`src/rtl/sio_pkg.sv`:
```
package sio_pkg;
  typedef enum logic [1:0] {
    PAR_NONE = 2'd0,
    PAR_ODD  = 2'd1,
    PAR_EVEN = 2'd2
  } par_mode_e;

  localparam int unsigned REG_W = 8;

  // parity bit over the low n bits of d for the given mode
  function automatic logic par_bit(input logic [7:0] d, input int unsigned n,
                                   input par_mode_e m);
    logic x;
    x = 1'b0;
    for (int i = 0; i < 8; i++) begin
      if (i < n) x = x ^ d[i];
    end
    return (m == PAR_ODD) ? ~x : x;
  endfunction
endpackage

```
`src/rtl/sio_tick_gen.sv`:
```
module sio_tick_gen #(
  parameter int unsigned CLKS_PER_TICK = 4
) (
  input  logic clk,
  input  logic rst_n,
  output logic tick
);
  localparam int unsigned CW = (CLKS_PER_TICK > 1) ? $clog2(CLKS_PER_TICK) : 1;
  localparam logic [CW-1:0] LAST = CW'(CLKS_PER_TICK - 1);

  logic [CW-1:0] cnt_q, cnt_d;

  always_comb begin
    cnt_d = (cnt_q == LAST) ? '0 : cnt_q + 1'b1;
  end

  always_ff @(posedge clk or negedge rst_n) begin
    if (!rst_n) cnt_q <= '0;
    else        cnt_q <= cnt_d;
  end

  assign tick = (cnt_q == LAST);
endmodule

```
`src/rtl/sio_tx.sv`:
```
module sio_tx
  import sio_pkg::*;
#(
  parameter int unsigned DATA_BITS = 8,
  parameter par_mode_e   PARITY    = PAR_EVEN
) (
  input  logic                 clk,
  input  logic                 rst_n,
  input  logic                 tick,
  input  logic                 load,
  input  logic [DATA_BITS-1:0] data,
  output logic                 ready,
  output logic                 txd
);
  localparam int unsigned PB = (PARITY == PAR_NONE) ? 0 : 1;
  localparam int unsigned FB = DATA_BITS + PB + 2;
  localparam int unsigned IW = $clog2(FB + 1);

  logic          busy_q, busy_d;
  logic [FB-1:0] sh_q, sh_d, frame;
  logic [3:0]    tcnt_q, tcnt_d;
  logic [IW-1:0] bidx_q, bidx_d;
  logic [7:0]    data8;

  always_comb begin
    data8 = '0;
    data8[DATA_BITS-1:0] = data;
    frame = '1;
    frame[0] = 1'b0;
    frame[DATA_BITS:1] = data;
    if (PB != 0) frame[DATA_BITS+1] = par_bit(data8, DATA_BITS, PARITY);
  end

  always_comb begin
    busy_d = busy_q;
    sh_d   = sh_q;
    tcnt_d = tcnt_q;
    bidx_d = bidx_q;
    if (!busy_q) begin
      if (load) begin
        busy_d = 1'b1;
        sh_d   = frame;
        tcnt_d = '0;
        bidx_d = '0;
      end
    end else if (tick) begin
      tcnt_d = tcnt_q + 1'b1;
      if (tcnt_q == 4'd15) begin
        sh_d = {1'b1, sh_q[FB-1:1]};
        if (bidx_q == IW'(FB - 1)) busy_d = 1'b0;
        else                       bidx_d = bidx_q + 1'b1;
      end
    end
  end

  always_ff @(posedge clk or negedge rst_n) begin
    if (!rst_n) begin
      busy_q <= 1'b0;
      sh_q   <= '1;
      tcnt_q <= '0;
      bidx_q <= '0;
    end else begin
      busy_q <= busy_d;
      sh_q   <= sh_d;
      tcnt_q <= tcnt_d;
      bidx_q <= bidx_d;
    end
  end

  assign ready = !busy_q;
  assign txd   = busy_q ? sh_q[0] : 1'b1;

  // the last bit slot of every frame drives a high stop bit
  a_r2_stop_high: assert property (@(posedge clk) disable iff (!rst_n)
    (busy_q && bidx_q == IW'(FB - 1)) |-> txd);
endmodule

```
`src/rtl/sio_rx.sv`:
```
module sio_rx
  import sio_pkg::*;
#(
  parameter int unsigned DATA_BITS = 8,
  parameter par_mode_e   PARITY    = PAR_EVEN
) (
  input  logic                 clk,
  input  logic                 rst_n,
  input  logic                 tick,
  input  logic                 rxd,
  output logic                 done,
  output logic [DATA_BITS-1:0] data,
  output logic                 perr,
  output logic                 ferr
);
  localparam int unsigned PB = (PARITY == PAR_NONE) ? 0 : 1;
  localparam int unsigned NS = DATA_BITS + PB + 1;
  localparam int unsigned IW = $clog2(NS + 1);

  typedef enum logic [1:0] {RX_IDLE, RX_START, RX_RUN, RX_WAIT_HI} rx_st_e;

  rx_st_e        st_q, st_d;
  logic [3:0]    tcnt_q, tcnt_d;
  logic [IW-1:0] bidx_q, bidx_d;
  logic [NS-1:0] sh_q, sh_d;
  logic          s1_q, s2_q;
  logic [7:0]    data8;

  always_comb begin
    st_d   = st_q;
    tcnt_d = tcnt_q;
    bidx_d = bidx_q;
    sh_d   = sh_q;
    done   = 1'b0;
    unique case (st_q)
      RX_IDLE: if (tick && !s2_q) begin
        st_d   = RX_START;
        tcnt_d = '0;
      end
      RX_START: if (tick) begin
        if (tcnt_q == 4'd7) begin
          tcnt_d = '0;
          bidx_d = '0;
          st_d   = s2_q ? RX_IDLE : RX_RUN;
        end else begin
          tcnt_d = tcnt_q + 1'b1;
        end
      end
      RX_RUN: if (tick) begin
        tcnt_d = tcnt_q + 1'b1;
        if (tcnt_q == 4'd15) begin
          sh_d = {s2_q, sh_q[NS-1:1]};
          if (bidx_q == IW'(NS - 1)) begin
            done = 1'b1;
            st_d = s2_q ? RX_IDLE : RX_WAIT_HI;
          end else begin
            bidx_d = bidx_q + 1'b1;
          end
        end
      end
      RX_WAIT_HI: if (s2_q) st_d = RX_IDLE;
      default: st_d = RX_IDLE;
    endcase
  end

  always_comb begin
    data  = sh_d[DATA_BITS-1:0];
    data8 = '0;
    data8[DATA_BITS-1:0] = data;
    ferr  = !sh_d[NS-1];
    perr  = (PB != 0) ? (sh_d[DATA_BITS] != par_bit(data8, DATA_BITS, PARITY)) : 1'b0;
  end

  always_ff @(posedge clk or negedge rst_n) begin
    if (!rst_n) begin
      st_q   <= RX_IDLE;
      tcnt_q <= '0;
      bidx_q <= '0;
      sh_q   <= '0;
      s1_q   <= 1'b1;
      s2_q   <= 1'b1;
    end else begin
      st_q   <= st_d;
      tcnt_q <= tcnt_d;
      bidx_q <= bidx_d;
      sh_q   <= sh_d;
      s1_q   <= rxd;
      s2_q   <= s1_q;
    end
  end

  // a frame is entered only when the line was low at the mid-start check
  a_r11_start_confirmed: assert property (@(posedge clk) disable iff (!rst_n)
    (st_q == RX_RUN && $past(st_q) == RX_START) |-> !$past(s2_q));

  // after a low stop bit no start is accepted before the line is high again
  a_r5_wait_high: assert property (@(posedge clk) disable iff (!rst_n)
    (st_q == RX_WAIT_HI && !s2_q) |=> (st_q == RX_WAIT_HI));
endmodule

```
`src/rtl/sio_uart.sv`:
```
module sio_uart
  import sio_pkg::*;
#(
  parameter int unsigned DATA_BITS     = 8,
  parameter par_mode_e   PARITY        = PAR_EVEN,
  parameter int unsigned CLKS_PER_TICK = 4
) (
  input  logic       clk,
  input  logic       rst_n,
  input  logic [1:0] reg_sel,
  input  logic       rd_en,
  input  logic       wr_en,
  input  logic [7:0] wr_data,
  output logic [7:0] rd_data,
  input  logic       rxd,
  output logic       txd,
  output logic       irq
);
  localparam logic [1:0] SEL_RX   = 2'd0;
  localparam logic [1:0] SEL_TX   = 2'd1;
  localparam logic [1:0] SEL_STAT = 2'd2;

  logic                 tick;
  logic                 rx_done, rx_perr, rx_ferr;
  logic [DATA_BITS-1:0] rx_char;
  logic                 tx_ready, tx_load;

  logic [DATA_BITS-1:0] rx_data_q, rx_data_d;
  logic                 rx_valid_q, rx_valid_d;
  logic                 perr_q, perr_d, ferr_q, ferr_d, ovr_q, ovr_d;
  logic [DATA_BITS-1:0] hold_q, hold_d;
  logic                 hold_full_q, hold_full_d;
  logic                 irq_q, irq_d;

  logic rxd_rd, st_rd, tx_wr, store, ovr_ev, ferr_ev, perr_ev;

  sio_tick_gen #(.CLKS_PER_TICK(CLKS_PER_TICK)) u_tick (
    .clk(clk), .rst_n(rst_n), .tick(tick)
  );

  sio_rx #(.DATA_BITS(DATA_BITS), .PARITY(PARITY)) u_rx (
    .clk(clk), .rst_n(rst_n), .tick(tick), .rxd(rxd),
    .done(rx_done), .data(rx_char), .perr(rx_perr), .ferr(rx_ferr)
  );

  sio_tx #(.DATA_BITS(DATA_BITS), .PARITY(PARITY)) u_tx (
    .clk(clk), .rst_n(rst_n), .tick(tick), .load(tx_load),
    .data(hold_q), .ready(tx_ready), .txd(txd)
  );

  always_comb begin
    rxd_rd  = rd_en && (reg_sel == SEL_RX);
    st_rd   = rd_en && (reg_sel == SEL_STAT);
    tx_wr   = wr_en && (reg_sel == SEL_TX);
    ferr_ev = rx_done && rx_ferr;
    store   = rx_done && !rx_ferr && (!rx_valid_q || rxd_rd);
    ovr_ev  = rx_done && !rx_ferr && rx_valid_q && !rxd_rd;
    perr_ev = store && rx_perr;
    tx_load = hold_full_q && tx_ready;
  end

  always_comb begin
    rx_data_d   = store ? rx_char : rx_data_q;
    rx_valid_d  = store ? 1'b1 : (rxd_rd ? 1'b0 : rx_valid_q);
    perr_d      = perr_ev | (perr_q & ~st_rd);
    ferr_d      = ferr_ev | (ferr_q & ~st_rd);
    ovr_d       = ovr_ev  | (ovr_q  & ~st_rd);
    hold_d      = tx_wr ? wr_data[DATA_BITS-1:0] : hold_q;
    hold_full_d = tx_wr ? 1'b1 : (tx_load ? 1'b0 : hold_full_q);
    irq_d       = store | ovr_ev | ferr_ev | (hold_full_q & ~hold_full_d);
  end

  always_ff @(posedge clk or negedge rst_n) begin
    if (!rst_n) begin
      rx_data_q   <= '0;
      rx_valid_q  <= 1'b0;
      perr_q      <= 1'b0;
      ferr_q      <= 1'b0;
      ovr_q       <= 1'b0;
      hold_q      <= '0;
      hold_full_q <= 1'b0;
      irq_q       <= 1'b0;
    end else begin
      rx_data_q   <= rx_data_d;
      rx_valid_q  <= rx_valid_d;
      perr_q      <= perr_d;
      ferr_q      <= ferr_d;
      ovr_q       <= ovr_d;
      hold_q      <= hold_d;
      hold_full_q <= hold_full_d;
      irq_q       <= irq_d;
    end
  end

  always_comb begin
    rd_data = '0;
    if (rd_en) begin
      unique case (reg_sel)
        SEL_RX:   rd_data[DATA_BITS-1:0] = rx_data_q;
        SEL_STAT: rd_data = {perr_q, ferr_q, ovr_q, 1'b0, hold_full_q, 2'b00, rx_valid_q};
        default:  rd_data = '0;
      endcase
    end
  end

  assign irq = irq_q;

  // a sticky flag survives every cycle without a status read
  a_r7_sticky_hold: assert property (@(posedge clk) disable iff (!rst_n)
    (perr_q && !st_rd) |=> perr_q);

  // a low stop bit leaves the stored character untouched
  a_r5_frame_no_store: assert property (@(posedge clk) disable iff (!rst_n)
    (rx_done && rx_ferr) |=> $stable(rx_data_q));

  // an unread character is kept and the overrun flag rises
  a_r6_overrun_keep: assert property (@(posedge clk) disable iff (!rst_n)
    (rx_done && !rx_ferr && rx_valid_q && !rxd_rd) |=> ($stable(rx_data_q) && ovr_q));

  // reading receive data with nothing arriving clears the valid bit
  a_r3_read_clears: assert property (@(posedge clk) disable iff (!rst_n)
    (rxd_rd && !rx_done) |=> !rx_valid_q);

  // the interrupt is a single-cycle pulse unless a fresh event follows
  a_r10_no_spurious_irq: assert property (@(posedge clk) disable iff (!rst_n)
    (!rx_done && !hold_full_q) |=> !irq_q);
endmodule

```
`config.mk`:
```
export PLATFORM = sky130hd
export DESIGN_NAME = sio_uart
export DESIGN_NICKNAME = d
export VERILOG_FILES = /design/src/rtl/sio_pkg.sv /design/src/rtl/sio_tick_gen.sv /design/src/rtl/sio_tx.sv /design/src/rtl/sio_rx.sv /design/src/rtl/sio_uart.sv
export SDC_FILE = /design/constraint.sdc
export NUM_CORES = 1
export LEC_CHECK = 0
export CORE_UTILIZATION = 25
export CTS_CLUSTER_SIZE = 30
export DETAILED_ROUTE_END_ITERATION = 10
export PLACE_DENSITY = 0.43
export SLEW_MARGIN = 30
export SYNTH_ARGS = -nofsm -noshare
export SYNTH_HDL_FRONTEND = slang
export SYNTH_HIERARCHICAL = 1
export SYNTH_SLANG_ARGS = --single-unit
```
`constraint.sdc`:
```
create_clock -name clk -period 2.5 [get_ports clk]
set_clock_uncertainty 0.05 [all_clocks]
set_input_delay 0.75 -clock clk [delete_from_list [all_inputs] [get_ports clk]]
set_output_delay 0.75 -clock clk [all_outputs]
set_load 0.02 [all_outputs]
```
; ---- After elaboration in Yosys (flattened, before gate mapping)
; Index checks and enable logic that the tools add are counted.
[totals]
reg_bits = 66
latchBits = 0
mem_bits_rw = 0
romBits = 0
input_bits = 15
out_inout_bits = 10
elab_cells = 154
n_memories = 0
[op_classes]
n_addsub = 5
multipliers = 0
n_div = 0
order_cmp = 0
eq_ne = 23
n_shift = 0
n_mux = 52
n_bitwise = 26
n_reduce_logical = 29
[ops]
columns = cell, n
row1 = two-way mux 4 bit, 16
row2 = two-way mux 11 bit, 4
row3 = two-way mux 10 bit, 3
row4 = two-way mux 2 bit, 10
row5 = "adder 4 x 1 -> 4 bit, second input constant", 4
row6 = "== test 4 bit, second input constant", 4
row7 = one-hot mux 8 bit (2 select lines), 1
row8 = two-way mux 1 bit, 14
row9 = "inequality test 2 x 1 -> 1 bit, second input constant", 7
row10 = XOR 1 bit, 14
row11 = one-hot mux 4 bit (3 select lines), 1
row12 = logical AND 1 bit, 11
row13 = "== test 2 bit, second input constant", 4
row14 = two-way mux 8 bit, 1
row15 = "inequality test 2 bit, second input constant", 4
row16 = one-hot mux 2 bit (4 select lines), 1
row17 = one-hot mux 4 bit (2 select lines), 1
row18 = AND reduction 4 bit, 2
row19 = AND reduction 7 bit, 1
row20 = bitwise OR 1 bit, 6
row21 = AND reduction 6 bit, 1
row22 = nonzero test 2 bit, 3
row23 = zero test 1 bit, 5
row24 = bitwise AND 1 bit, 4
row25 = 10 further kinds, 13

; ---- Depth between registers and ports, before layout
; Gate-level depths: netlist of run 1.
[depth]
word_depth = 14
ltp_mapped = 10
mapped_depth_nobuf = 8

; ---- Modules after synthesis
; The synthesis of run 1 kept the hierarchy.
[modules_own_cells]
columns = module, instances, cells_per_inst, area_each_um2, seq_area_each_um2
row1 = sio_rx, 1, 126, 1433.9, 553.0
row2 = sio_tx, 1, 103, 1071.0, 488.0
row3 = sio_uart, 1, 77, 974.7, 550.5
row4 = sio_tick_gen, 1, 4, 66.3, 50.0

; ---- Worst setup path before layout of run 1
; OpenSTA, ideal clock, no wires.
[synth_path]
kind = reg-to-reg
startpoint = reg u_tick.cnt_q[0]
endpoint = reg rx_data_q[0]
setup_ns = 0.125
t_arrival_ns = 2.170
required_ns = 2.325
slack_ns = 0.156
path_stages_with_launch = 10
path_buffers = 1
period_less_slack_ns = 2.344
path_cell_list = dfrtp_1 ha_1 and3_4 and3_4 buf_12 inv_1 nor2_1 nand2b_1 a21oi_4 mux2_2
[synth_between]
elab_chain_len = 5
word_cells_on_any_way = 7
cone_classes = eq/ne (1) / mux (4) / reduce/logical (2)
[synth_rtl]
columns = item, line_no
row1 = start: declaration, sio_tick_gen.sv:11  ; logic [CW-1:0] cnt_q, cnt_d;
row2 = start signal: assignment, sio_tick_gen.sv:19  ; else cnt_q <= cnt_d;
row3 = == test 2 bit, sio_tick_gen.sv:22  ; assign tick = (cnt_q == LAST);
row4 = named net tick, sio_uart.sv:23  ; logic tick;
row5 = two-way mux 1 bit, sio_rx.sv:49  ; RX_RUN: if (tick) begin
row6 = two-way mux 1 bit, sio_rx.sv:35  ; unique case (st_q)
row7 = named net rx_done, sio_uart.sv:24  ; logic rx_done, rx_perr, rx_ferr;
row8 = logical AND 1 bit (2 in series), sio_uart.sv:56  ; store = rx_done && !rx_ferr && (!rx_valid_q || rxd_rd);
row9 = end signal: assignment, sio_uart.sv:84  ; rx_data_q <= rx_data_d;
row10 = end: declaration, sio_uart.sv:28  ; logic [DATA_BITS-1:0] rx_data_q, rx_data_d;
; The timed path passes the listed nets, and every way through them passes these cells.
; A chain may end at the register's enable or synchronous reset.

; ---- Worst setup path after layout of run 1
[layout_path]
startpoint = in reg_sel[1]
endpoint = out rd_data[4]
[layout_between]
elab_chain_len = 3
word_cells_on_any_way = 4
cone_classes = eq/ne (1) / mux (2) / reduce/logical (1)
[layout_rtl]
columns = item, line_no
row1 = start: declaration, sio_uart.sv:10  ; input logic [1:0] reg_sel,
row2 = == test 2 bit / zero test 2 bit (equally long branches), sio_uart.sv:98  ; unique case (reg_sel)
row3 = one-hot mux 8 bit (2 select lines) (*), sio_uart.sv:98
row4 = two-way mux 8 bit (*), sio_uart.sv:97  ; if (rd_en) begin
row5 = end: declaration, sio_uart.sv:14  ; output logic [7:0] rd_data,
; Every way passes the cells marked *; elsewhere a longest branch is shown, timed or not.

==> PnR_summary.wiki, run 1 <==
{| class="wikitable"
! Metric !! Value
|-
| Total number of vias || 2,294
|-
| Number of nets with antenna violations after routing || 0
|-
| Syn Std Cell Area || 3550 um2
|-
| Remaining global-route overflow || 0
|-
| Required time worst endpoint || 1700 ps
|-
| Share of post-route cells with drive strength above 1 || 28.1%
|-
| Largest delay contributor family on the critical path || buffers and inverters
|-
| Global-route wire length before repair || 11.8 mm
|-
| Status || complete, no violations
|-
| Setup repair after global routing missed its margin || no
|-
| Min-delay worst type || flip-flop to flip-flop
|-
| Number of nets at the end of the flow || 372
|-
| Count of yosys warnings during synthesis || 6
|-
| Number of search-and-repair iterations in the first detailed-routing pass || 4
|-
| Worst Setup Start Kind || input port
|-
| Share of the cycle needed by the critical path after routing || 97.7%
|-
| Count of flip-flops with a built-in enable after synthesis || 0
|-
| Worst hold path endpoint || u_rx/s2_q
|-
| Input/output buffers || 24
|-
| CTS tree || done
|-
| # diodes || 0
|-
| Final cell count without fillers || 529
|-
| Hold path depth || 0
|-
| CTS Sinks || 65
|-
| Starting Density || 25.5%
|-
| Overall routed net length || 6.73 mm
|-
| Number of buffers and inverters on the critical path || 3
|-
| Fill count || 1,443
|-
| Relative max-transition margin || 61.5%
|-
| Critical Path Max Stage Delay || 270 ps
|-
| R2R Path End || rx_data_q[2]
|-
| Static leakage power || 1.95 nW
|-
| Number of different library cells in the post-synthesis netlist || 49
|-
| Pins over their slew limit || 0
|-
| Depth of the worst register-to-register path || 9
|-
| Max frequency || 0.409 GHz
|-
| Max_cap viols || 0
|-
| Average routed wire per standard cell || 12.7 um
|-
| Detailed-route DRC error count || 0
|-
| Horizontal extent of the die || 121 um
|-
| Placed inst area || 3990 um2
|-
| Combined flip-flop and latch cell area || 1640 um2
|-
| DRC violation total after the first TritonRoute iteration || 95
|-
| Top fanout value on the critical path || 4
|-
| Worst-path clk slew || 50 ps
|-
| H-tree depth reported by CTS || 3
|-
| Flop2flop setup slack || 240 ps
|-
| Setup violators final || 0
|-
| FFs w/ async S/R, synth || 100%
|-
| Total count of hold-check failures in the final report || 0
|-
| Transition at the pin with the smallest max-transition slack || 578 ps
|-
| Final critical path time including I/O delays and setup || 2440 ps
|-
| Layout area overhead || 21.1%
|-
| Number of nets produced by synthesis || 338
|-
| Number of global-route vias before repair || 2,393
|-
| Weighted congestion reported at the end of routability-driven placement || 0.734
|-
| Fin Hold WS || 304 ps
|-
| Number of placed instances with taps included || 512
|-
| Chip height || 121 um
|-
| CP arrival || 1640 ps
|-
| Power per cell area || 704 nW/um2
|-
| Buffer type at the clock tree root || sky130_fd_sc_hd__clkbuf_16
|-
| Sum of net half-perimeters after detailed placement || 4.79 mm
|-
| Die Outline Area || 14,700 um2
|-
| Most used flip-flop cell after synthesis || sky130_fd_sc_hd__dfrtp_1
|-
| Multi-input combinational cell area || 1700 um2
|-
| Peak ir drop on the vdd network || 0.363 mV
|-
| Number of core rows || 43
|-
| Fraction of the core area covered by cells at the end of the flow || 30.9%
|-
| Register bit count reported by yosys || 65
|-
| Maximum number of pins on one net before global-route repair || 27
|-
| GRT Overall Usage || 10.5%
|-
| Placeable core area || 13,900 um2
|-
| Total clock buffers created by CTS || 9
|-
| Boundary Pins || 25
|-
| Clock insertion delay at the later pin of the skew report || 330 ps
|-
| Stages on the worst setup path || 5
|-
| Min-delay src || u_rx/s1_q
|-
| Post-Synthesis Cells || 310
|-
| Antenna violations before repair || 0
|-
| Final instance area || 4290 um2
|-
| Post-synthesis average cell area || 11.4 um2
|-
| Vias per cell || 4.34
|-
| Endpoint class of the critical path || output pin
|-
| Number of buffers between clock root and the deepest sink || 2
|-
| Startpoint of the most critical register-to-register path || u_rx/tcnt_q[0]
|-
| Critical-path top delay cell || sky130_fd_sc_hd__dlygate4sd2_1
|-
| Portion of the post-synthesis area used by sequential elements || 46.3%
|-
| Path type of the worst setup path || input port to output pin
|-
| Critical path, cell by cell || dlygate4sd2_1 -> nor3b_2 -> buf_4 -> and2_4 -> buf_6
|}
==> worst max-delay path by stage <==
| stage | startpoint | endpoint | slack (ps) |
|---|---|---|---|
| floorplan | u_tick/cnt_q[0] | rx_data_q[0] | 160 |
| global placement | rd_en | rd_data[2] | -670 |
| detailed placement | rd_en | rd_data[2] | -690 |
| CTS | reg_sel[1] | rd_data[2] | 40 |
| global route | reg_sel[1] | rd_data[4] | 20 |
| finish | reg_sel[1] | rd_data[4] | 60 |
==> layout by cell type, fill, tap and decap left out, drive strengths merged, types with 5 or more instances in the layout <==
cell type / Yosys / routed
a21oi: 16 / 16
buf: 17 / 26
clkbuf: 1 / 15
clkdlybuf4s50: 0 / 12
dfrtp: 53 / 53
dfstp: 12 / 12
ha: 13 / 13
inv: 15 / 15
mux2: 27 / 27
mux2i: 19 / 19
nand2: 19 / 19
nand2b: 5 / 5
nand3: 9 / 9
nor2: 25 / 25
o211ai: 7 / 7
o21ai: 13 / 13
xnor2: 16 / 16
==> synthesized netlist by cell type (all sizes together) (3+ instances only) <==
cell type	instances	area [um2]
mux2	27	342
nor2b	4	25.0
and3	4	35.0
a21oi	16	103
nand2b	5	31.3
dfstp	12	315
a211o	3	26.3
dfrtp	53	1330
o211ai	7	52.6
buf	17	166
xnor2	16	140
o21ai	13	65.1
nor2	25	98.8
ha	13	163
nand2	19	78.8
xor2	4	35.0
mux2i	19	190
inv	15	56.3
and2	4	25.0
nand3	9	45.0
==> flip-flops by register name, indices dropped and copies added, names as in the netlist, 2 cells and up <==
| name | count |
|---|---|
| u_rx/st_q | 2 |
| u_rx/bidx_q | 4 |
| u_tx/sh_q | 10 |
| rx_data_q | 8 |
| u_tx/bidx_q | 4 |
| u_rx/tcnt_q | 4 |
| u_tx/tcnt_q | 4 |
| u_rx/sh_q | 10 |
| hold_q | 8 |
| u_tick/cnt_q | 2 |
==> through the flow <==
stage	TNS (ps)	worst slack [ps]	power, W
global route	0	18.1	0.00319
detailed placement	-5870	-694	0.00180
finish	0	57.6	0.00302
floorplan	0	156	0.00165
global placement	-5450	-670	0.00180
CTS	0	40.2	0.00307
==> logic make-up after synthesis <==
family	after synthesis	synth area share [%]
xor gates and xnor gates	20	4.94
and+or+nand+nor	85	13.1
DFF	65	46.3
adders and majority gates	13	4.59
buffers and inverters	33	6.39
AOI/OAI and AO/OA	48	9.67
muxes	46	15.0
==> area by class of cell <==
class	count	area share, %
multi-input combinational	212	39.6
sequential	65	38.2
timing repair buffer	41	8.89
clock buffer	15	6.00
tap	180	5.25
inverter	15	1.31
clock inverter	1	0.700
==> where the power goes <==
part	switching [W]	internal [W]
registers	0.0000603	0.00112
logic	0.000319	0.000285
clock network	0.000435	0.000801
total	0.000814	0.00221
==> timing repair <==
action / CTS / global route
hold buffers: 0 / 0
endpoints found under the setup margin: 8 / 0
setup buffers: 1 / 0
gates resized for setup: 50 / 0
==> metal layers <==
metal	part of all wire, %	vias to the layer above	track usage (%)
met2	46	35	16.3
met3	3.9	7	3.43
met1	49	1128	12.9
met5	0	-	0
li1	-	1124	-
met4	1.7	0	5.32
(Power assumes the default switching activity.)
==> inputs of run 2 (changes only) <==
- SLEW_MARGIN: 30 -> unset
==> results of run 2 <==
The final DEF is identical to that of run 1; final timing and power are the same.
==> inputs of run 3 (changes only) <==
- MAX_ROUTING_LAYER: unset -> met4
==> PnR_summary.wiki, run 3 (synthesized netlist as in run 1, its figures left out) <==
{| class="wikitable"
! Metric !! Value
|-
| Placeable core area || 13,900 um2 (unchanged)
|-
| Global-route wire length before repair || 11.8 mm (unchanged)
|-
| Boundary Pins || 25 (unchanged)
|-
| Number of global-route vias before repair || 2,392 (-0.042%)
|-
| CP arrival || 1640 ps (about the same)
|-
| Fill count || 1,443 (unchanged)
|-
| Number of search-and-repair iterations in the first detailed-routing pass || 4 (unchanged)
|-
| Number of core rows || 43 (unchanged)
|-
| Share of post-route cells with drive strength above 1 || 28.1% (unchanged)
|-
| Average routed wire per standard cell || 12.8 um (+0.45%)
|-
| Chip height || 121 um (unchanged)
|-
| Pins over their slew limit || 0 (unchanged)
|-
| Max_cap viols || 0 (unchanged)
|-
| Max frequency || 0.409 GHz (about the same)
|-
| Total count of hold-check failures in the final report || 0 (unchanged)
|-
| Static leakage power || 1.95 nW (unchanged)
|-
| Share of the cycle needed by the critical path after routing || 97.7% (about the same)
|-
| Power per cell area || 705 nW/um2 (+0.10%)
|-
| Multi-input combinational cell area || 1700 um2 (unchanged)
|-
| Largest delay contributor family on the critical path || buffers and inverters
|-
| Antenna violations before repair || 0 (unchanged)
|-
| Critical-path top delay cell || sky130_fd_sc_hd__dlygate4sd2_1
|-
| Largest registers || u_rx/sh_q x10, u_tx/sh_q x10
|-
| Maximum number of pins on one net before global-route repair || 27 (unchanged)
|-
| Top fanout value on the critical path || 4 (unchanged)
|-
| Final critical path time including I/O delays and setup || 2440 ps (+0.245 ps)
|-
| Remaining global-route overflow || 0 (unchanged)
|-
| DRC violation total after the first TritonRoute iteration || 86 (-9.5%)
|-
| H-tree depth reported by CTS || 3 (unchanged)
|-
| Fraction of the core area covered by cells at the end of the flow || 30.9% (unchanged)
|-
| Total clock buffers created by CTS || 9 (unchanged)
|-
| CTS Sinks || 65 (unchanged)
|-
| Worst-path clk slew || 50 ps (about the same)
|-
| Number of buffers and inverters on the critical path || 3 (unchanged)
|-
| Number of nets with antenna violations after routing || 0 (unchanged)
|-
| Endpoint class of the critical path || output pin
|-
| Horizontal extent of the die || 121 um (unchanged)
|-
| Number of buffers between clock root and the deepest sink || 2 (unchanged)
|-
| Required time worst endpoint || 1700 ps (about the same)
|-
| Sum of net half-perimeters after detailed placement || 4.79 mm (unchanged)
|-
| Peak ir drop on the vdd network || 0.368 mV (+1.3%)
|-
| Power consumption || 0.00302 W (+0.10%)
|-
| Layout area overhead || 21.1% (unchanged)
|-
| Hold path depth || 0 (unchanged)
|-
| Detailed-route DRC error count || 0 (unchanged)
|-
| Number of nets at the end of the flow || 372 (unchanged)
|-
| Fin Hold WS || 304 ps (+0.00200 ps)
|-
| Total number of vias || 2,295 (+0.044%)
|-
| Input/output buffers || 24 (unchanged)
|-
| Number of placed instances with taps included || 512 (unchanged)
|-
| Buffer type at the clock tree root || sky130_fd_sc_hd__clkbuf_16
|-
| Clock insertion delay at the later pin of the skew report || 340 ps (about the same)
|-
| Overall routed net length || 6.76 mm (+0.45%)
|-
| Setup violators final || 0 (unchanged)
|-
| Transition at the pin with the smallest max-transition slack || 577 ps (-0.973 ps)
|-
| Commonest non-fill, non-tap cells in the layout || 53 x sky130_fd_sc_hd__dfrtp_1, 22 x sky130_fd_sc_hd__nor2_1, 19 x sky130_fd_sc_hd__mux2i_1, 18 x sky130_fd_sc_hd__nand2_1, 17 x sky130_fd_sc_hd__mux2_2
|-
| Die Outline Area || 14,700 um2 (unchanged)
|-
| Weighted congestion reported at the end of routability-driven placement || 0.743 (+1.2%)
|-
| Setup repair after global routing missed its margin || no
|-
| Starting Density || 25.5% (unchanged)
|-
| Status || complete, no violations
|-
| Depth of the worst register-to-register path || 9 (unchanged)
|-
| Relative max-transition margin || 61.6% (+0.065 points)
|-
| CTS tree || done
|-
| Path type of the worst setup path || input port to output pin
|-
| Stages on the worst setup path || 5 (unchanged)
|-
| Worst Setup Start Kind || input port
|-
| Final cell count without fillers || 529 (unchanged)
|-
| GRT Overall Usage || 10.8% (+0.33 points)
|-
| Hold-fix buffer count after cts || 0 (unchanged)
|-
| Combined flip-flop and latch cell area || 1640 um2 (unchanged)
|-
| Commonest non-fill, non-tap cell in the layout || sky130_fd_sc_hd__dfrtp_1
|-
| Critical path, cell by cell || dlygate4sd2_1 -> nor3b_2 -> buf_4 -> and2_4 -> buf_6
|-
| # diodes || 0 (unchanged)
|-
| Min-delay worst type || flip-flop to flip-flop
|-
| Vias per cell || 4.34 (about the same)
|-
| Critical Path Max Stage Delay || 270 ps (about the same)
|}
run 3: cell counts in the layout (fill, tap and decap cells not counted):
No cell type changed its count.
run 3: what timing repair did:
action                     4_1_cts  5_1_grt
setup endpoints to repair        8        0
gates resized for setup         50        0
buffers inserted                 1        0
run 3: through the flow:
stage | TNS [ps] | instance area (um2) | setup WS [ps]
floorplan | 0 | 3550 | 156
global placement | -5450 | 3990 | -670
detailed placement | -5870 | 3990 | -694
CTS | 0 | 4290 | 40.2
global route | 0 | 4290 | 18.1
finish | 0 | 4290 | 57.4
run 3: metal layers:
metal	GRT usage (%)	wire length, um	vias up
met5	-	0	-
met4	4.40	132	0
met3	4.14	257	11
met2	16.3	3050	27
met1	12.9	3320	1132
li1	-	-	1125
run 3: path summary, 6_finish.rpt:
check / to / slack (ps) / from
worst max-delay path: rd_data[4] / 60 / reg_sel[1]
worst min-delay path: u_rx/s2_q / 300 / u_rx/s1_q
worst max register to register: rx_data_q[2] / 230 / u_rx/tcnt_q[0]
worst min register to register: u_rx/s2_q / 300 / u_rx/s1_q
max in group asynchronous: u_tx/sh_q[3] / 1400 / rst_n
min in group asynchronous: u_tx/bidx_q[1] / 310 / rst_n
run 3: layout make-up:
| class | instances | area share [%] |
|---|---|---|
| Tap cell | 180 | 5.25 |
| Inverter | 15 | 1.31 |
| Sequential cell | 65 | 38.2 |
| Multi-Input combinational cell | 212 | 39.6 |
| Clock inverter | 1 | 0.700 |
| Timing Repair Buffer | 41 | 8.89 |
| Clock buffer | 15 | 6.00 |
run 3: power by group:
part           leakage (nW)  internal, W  switching, W
Clock                 0.138     0.000800      0.000438
Sequential            0.820      0.00112     0.0000601
Combinational         0.990     0.000285      0.000319
Total                  1.95      0.00221      0.000817
